**src/rtl/dll_quad_ctrl.sv**
```systemverilog
module dll_quad_ctrl #(
  parameter int NEG_TAPS = 8,
  parameter int POS_TAPS = 32,
  parameter int AGREE_N  = 4,
  parameter int LOCK_M   = 8,
  localparam int TAP_MAX = NEG_TAPS + POS_TAPS,
  localparam int TW      = $clog2(TAP_MAX + 1)
) (
  input  logic          clk,
  input  logic          rst_n,
  input  logic          restart,
  input  logic          inv_clk,
  input  logic          ref_bit,
  output logic [TW-1:0] tap_code,
  output logic          locked,
  output logic          qclk
);
  localparam int CW = $clog2(AGREE_N + 1);
  localparam int LW = $clog2(LOCK_M + 1);
  localparam logic [TW-1:0] TAP_NOM = TW'(NEG_TAPS);
  localparam logic [TW-1:0] TAP_TOP = TW'(TAP_MAX);

  logic [1:0]    ph;
  logic          samp0;
  logic [1:0]    quad;
  logic          raw_up, want_up;
  logic [CW-1:0] run_cnt, run_next;
  logic          run_dir, last_dir, have_last;
  logic [LW-1:0] alt_cnt;
  logic          step_now, sat_hit, alternate;
  logic [TW-1:0] tap;
  logic          lock_q;

  assign quad = {samp0, ref_bit};

  always_comb begin
    case (quad)
      2'b11, 2'b10: raw_up = 1'b1;
      default:      raw_up = 1'b0;
    endcase
  end

  assign want_up   = raw_up ^ inv_clk;
  assign run_next  = (run_cnt != '0 && run_dir == want_up) ? run_cnt + 1'b1 : CW'(1);
  assign step_now  = (run_next == CW'(AGREE_N));
  assign sat_hit   = step_now && (want_up ? (tap == TAP_TOP) : (tap == '0));
  assign alternate = have_last && (want_up != last_dir);

  always_ff @(posedge clk or negedge rst_n) begin
    if (!rst_n) begin
      ph        <= '0;
      samp0     <= 1'b0;
      tap       <= TAP_NOM;
      run_cnt   <= '0;
      run_dir   <= 1'b0;
      last_dir  <= 1'b0;
      have_last <= 1'b0;
      alt_cnt   <= '0;
      lock_q    <= 1'b0;
    end else begin
      ph <= ph + 2'd1;
      if (ph == 2'd0) samp0 <= ref_bit;
      if (restart) begin
        tap       <= TAP_NOM;
        run_cnt   <= '0;
        run_dir   <= 1'b0;
        last_dir  <= 1'b0;
        have_last <= 1'b0;
        alt_cnt   <= '0;
        lock_q    <= 1'b0;
      end else if (ph == 2'd1) begin
        run_cnt   <= step_now ? '0 : run_next;
        run_dir   <= want_up;
        last_dir  <= want_up;
        have_last <= 1'b1;
        if (step_now && !sat_hit) tap <= want_up ? tap + 1'b1 : tap - 1'b1;
        if (sat_hit) begin
          alt_cnt <= '0;
          lock_q  <= 1'b0;
        end else if (alternate) begin
          if (int'(alt_cnt) < LOCK_M) alt_cnt <= alt_cnt + 1'b1;
          if (int'(alt_cnt) + 1 >= LOCK_M) lock_q <= 1'b1;
        end else begin
          alt_cnt <= '0;
        end
      end
    end
  end

  assign tap_code = tap;
  assign locked   = lock_q;
  assign qclk     = ph[1] ^ inv_clk;
endmodule

```
**config.mk**
```make
export PLATFORM = sky130hd
export DESIGN_NAME = dll_quad_ctrl
export DESIGN_NICKNAME = d
export VERILOG_FILES = /design/src/rtl/dll_quad_ctrl.sv
export SDC_FILE = /design/constraint.sdc
export NUM_CORES = 1
export LEC_CHECK = 0
export BUFFER_PORTS_ARGS = -buffer_cell sky130_fd_sc_hd__buf_2
export CAP_MARGIN = 10
export CORE_MARGIN = 2
export CORE_UTILIZATION = 48
export DETAILED_ROUTE_END_ITERATION = 12
export PLACE_DENSITY = 0.65
export SLEW_MARGIN = 20
export SYNTH_ARGS = -nofsm -noshare
export SYNTH_HDL_FRONTEND = slang
export SYNTH_SLANG_ARGS = --single-unit
```
**constraint.sdc**
```tcl
create_clock -name clk -period 4.8 [get_ports clk]
set_clock_uncertainty 0.1 [all_clocks]
set_input_delay 0.48 -clock clk [delete_from_list [all_inputs] [get_ports clk]]
set_output_delay 0.48 -clock clk [all_outputs]
set_load 0.02 [all_outputs]
```
# Yosys cells after proc, flatten, opt, wreduce, memory -nomap -nowiden
# Cells that the tools add are included.
# totals
in_bits	5
regBits	19
elab_cells	66
output_inout_bits	8
# classes
n_reduce_logical	16
n_eq_ne	8
n_mux	24
n_addsub	6
order_cmp	2
bitwise_logic	2
# ops
operator	count
two-way mux 6 bit	4
two-way mux 4 bit	5
two-way mux 3 bit	4
two-way mux 1 bit	11
nonzero test 3 bit	3
adder 6 x 1 -> 6 bit, second input constant	1
== test 6 bit, second input constant	1
logical NOT 6 bit	1
subtractor 6 x 1 -> 6 bit, second input constant	1
adder 4 x 1 -> 5 bit, second input constant	1
>= comparator 5 x 4 -> 1 bit, second input constant	1
adder 4 x 1 -> 4 bit, second input constant	1
== test 2 bit, second input constant	2
logical AND 1 bit	4
less-than comparator 4 bit, second input constant	1
!= test 4 x 3 -> 1 bit, second input constant	1
AND reduction 2 bit	2
nonzero test 2 bit	2
adder 3 x 1 -> 3 bit, second input constant	1
== test 3 bit, second input constant	1
AND reduction 3 bit	1
adder 2 x 1 -> 2 bit, second input constant	1
== test 2 x 1 -> 1 bit, second input constant	1
logical NOT 2 bit	1
5 further kinds	6

# Depth between registers and ports, before layout
# depth
depth_word	14
depth_mapped	8
mapped_depth_nobuf	8

# Worst setup path after synthesis
# No wires, ideal clock.
# synth_timing
path_type	input to register
start	input port inv_clk
end	register tap[5] (netlist: tap_code[5])
path_buffers	0
required_ns	4.575
cell_stages	7
arrival_ns	2.179
slack_ns	2.396
setup_time_ns	0.125
path_cell_list	xnor2_2 -> ha_1 -> a211oi_1 -> nor2_1 -> and3_4 -> o31a_4 -> mux2_4
# synth_between
elab_chain_len	10
word_cells_on_any_way	15
cone_classes	eq/ne (2); mux (6); bitwise (1); reduce/logical (6)
# synth_lines
item	line_no	rtl
start, declared	12	input logic inv_clk,
bitwise XOR 1 bit *	43	assign want_up = raw_up ^ inv_clk;
== test 1 bit	44	assign run_next = (run_cnt != '0 && run_dir == want_up) ? run_cnt + 1'b1 : CW'(1);
logical AND 1 bit	44	
two-way mux 3 bit	44	
== test 3 bit	45	assign step_now = (run_next == CW'(AGREE_N));
logical AND 1 bit	46	assign sat_hit = step_now && (want_up ? (tap == TAP_TOP) : (tap == '0));
logical NOT 1 bit	76	if (step_now && !sat_hit) tap <= want_up ? tap + 1'b1 : tap - 1'b1;
logical AND 1 bit	76	
nonzero test 2 bit (no line)	--	
AND reduction 2 bit (no line)	--	
end signal, assigned	76	
end, declared	31	logic [TW-1:0] tap;
# Every way passes the cells marked *; elsewhere a longest branch is shown, timed or not. The select of a mux whose other input is x is not followed.
# A chain may end at the register's enable or synchronous reset.

# Final worst setup path
# layout_timing
start	register samp0
end	register tap[5] (netlist: tap_code[5])
# layout_between
elab_chain_len	13
word_cells_on_any_way	19
cone_classes	eq/ne (4); mux (7); bitwise (1); reduce/logical (7)
# layout_lines
item	line_no	rtl
start, declared	24	logic samp0;
start signal, assigned	62	if (ph == 2'd0) samp0 <= ref_bit;
== test 2 bit	37	case (quad)
OR reduction 2 bit *	37	
two-way mux 1 bit *	37	
bitwise XOR 1 bit *	43	
== test 1 bit	44	
logical AND 1 bit	44	
two-way mux 3 bit	44	
== test 3 bit	45	
logical AND 1 bit	46	
logical NOT 1 bit	76	
logical AND 1 bit	76	
nonzero test 2 bit (no line)	--	
AND reduction 2 bit (no line)	--	
# Marks and branches as above.

==> impl_metrics.ini <==
[grt]
grt_overflow = 0
grt_max_degree = 20
grt_pass1_vias = 931
track_usage_pct = 16.7
antenna_found_initial = 0
grt_pass1_wl_mm = 4.15

[run_status]
status = finished with violations
violations = negative hold slack

[routing]
finalWirelength_mm = 2.36
vias = 959
drt_iter0_markers = 18
ant_nets = 0
wl_per_cell_um = 14.0
via_per_inst = 5.67
drc = 0
dr.pass1.iters = 5

[die]
ios = 13
rows = 18
chipWidth_um = 55.3
die_height_um = 55.3
dieArea_mm2 = 0.00306
coreArea_mm2 = 0.00248
start_util_pct = 51.0

[clock_tree]
h-tree-depth = 1
worstSkewPairLatency_ps = 290
cts-root-buf = clkbuf_4
cts_tree = built
cts_setup_buffers = 0
path_clk_slew_ps = 110
clock_path_buffers = 2
hold_buffers = 0
cts_sinks = 19
ctsResizeCount = 0
cts_made_buffers = 3

[cells_and_area]
finish.utilization_pct = 55.6
layout_commonest_cell = dfrtp_1
n_fill_cell = 232
final_cell_mix = dfrtp_1 (18), nor2_1 (13), buf_2 (12), ha_1 (10), inv_1 (9)
fin_nets = 156
syn_to_final_growth_pct = 8.91
num_antenna_cells = 0
drive_above_1_share_pct = 18.7

[placement]
gp_routability_congestion = 0.823
dpl.hpwl_mm = 1.73
port_buffers = 12

[setup_path]
path_max_fanout = 8
cp-startpoint = samp0
worst_ep_required_time_ps = 4890
r2r_start = samp0
slowest_stage = dfrtp_1
worstPathCellList = xnor2_2 > ha_1 > a211oi_1 > nor2_1 > and3_4 > o31a_4 > mux2_4
path_class = flop to flop
worstSetupStartpointType = flop
critical_path.max_stage_delay_ps = 440
crit_path_end_kind = flop
cp.arrival_ps = 2640

[sta]
setup_tns_ps = 0
hold-worst-slack_ps = -1.04
hold_viol = 5
rsz0062_at_grt = no
period_minus_slack_ps = 2550
setup_viol_count_final = 0
relSlewSlack_pct = 67.6
post-route-period-util_pct = 53.1
fmax_mhz = 392
finalMaxSlewViolations = 0
tightest_slew_ps = 486

[synth]
syn_nets = 142
ys_warn_count = 0
synth.distinct_cells = 47
syn-mean-instance-area_um2 = 10.0
synth-seq-cells = 19
synth_seq_area_share_pct = 37.7
syn-instance-count = 126
synth_ff_type = dfrtp_1
synth_edf_count = 0
syn_area_mm2 = 0.00126
async_flop_share_pct = 100

[run]
cap_violations = 0

[power]
power_density_mw_per_mm2 = 203
peakVddDrop_mv = 0.127
leakage_nw = 0.650

[hold_path]
min_path_type = input pin to async pin
## critical path: cells and delay by family, from the launching register on
| family | cells | cell delay (ps) |
|---|---|---|
| multiplexers | 1 | 290 |
| flip-flops | 1 | 440 |
| adder cells (fa/ha/maj) | 1 | 330 |
| XOR/XNOR | 1 | 420 |
| AND/OR/NAND/NOR | 2 | 300 |
| AO/OA/AOI/OAI | 2 | 570 |
## flip-flops by register name, indices dropped and copies added (netlist names)
register / cells
alt_cnt: 4
have_last: 1
last_dir: 1
locked: 1
ph: 2
run_cnt: 3
samp0: 1
tap_code: 6
## cells in the mapped netlist, types with 3 or more instances
library cell  instances  area share [%]
dfrtp_1              18              36
nor2_1               13             3.9
ha_1                 10             9.9
inv_1                 9             2.7
nand2_1               6             1.8
a211oi_1              5             3.0
nor2b_1               5             2.5
a21oi_1               4             1.6
o21ai_0               4             1.6
clkbuf_1              3            0.89
xnor2_1               3             2.1
## cell type report
class	count	area (um2)	area share (%)
Multi-Input combinational cell	94	738	53.6
Sequential cell	19	477	34.6
Timing Repair Buffer	12	60.1	4.36
Inverter	10	37.5	2.73
Tap cell	30	37.5	2.73
Clock buffer	4	26.3	1.91
## final timing paths
kind / to / depth (start not counted) / slack, ps
min reg2reg: ph[0] / 1 / 350
max: tap_code[5] / 7 / 2250
max reg2reg: tap_code[5] / 7 / 2250
min: last_dir / 1 / -1
min in group clk: samp0 / 2 / 310
max in group asynchronous: tap_code[3] / 1 / 4270
## cell families after synthesis
| logic type | share of synthesized area (%) |
|---|---|
| DFF | 37.7 |
| xor gates and xnor gates | 6.54 |
| buffers and inverters | 3.86 |
| and+or+nand+nor | 19.5 |
| AOI/OAI and AO/OA | 17.2 |
| muxes | 3.66 |
| adders and majority gates | 11.5 |
## report_power, final
group / switching [mW] / internal, mW / total (mW)
Clock: 0.0501 / 0.0323 / 0.0824
Combinational: 0.0204 / 0.0136 / 0.0340
Sequential: 0.00111 / 0.161 / 0.162
## metrics by stage
stage / hold slack, ps / instance area, um2 / std cells / setup slack (ps) / power [mW]
global route: 42.2 / 1380 / 169 / 2160 / 0.294
global placement: 332 / 1350 / 165 / 2150 / 0.199
finish: -1.04 / 1380 / 169 / 2250 / 0.279
CTS: 10.9 / 1380 / 169 / 2240 / 0.287
floorplan: 84.4 / 1260 / 126 / 2400 / 0.190
detailed placement: 337 / 1350 / 165 / 2100 / 0.200
## routing by layer
layer | up-vias | track usage [%] | wire length (um)
met4 | 0 | 4.18 | 14
li1 | 476 | - | -
met1 | 470 | 22.2 | 1130
met5 | - | 0 | 0
met2 | 11 | 28.4 | 1160
met3 | 2 | 2.58 | 58
(Power assumes the default switching activity.)
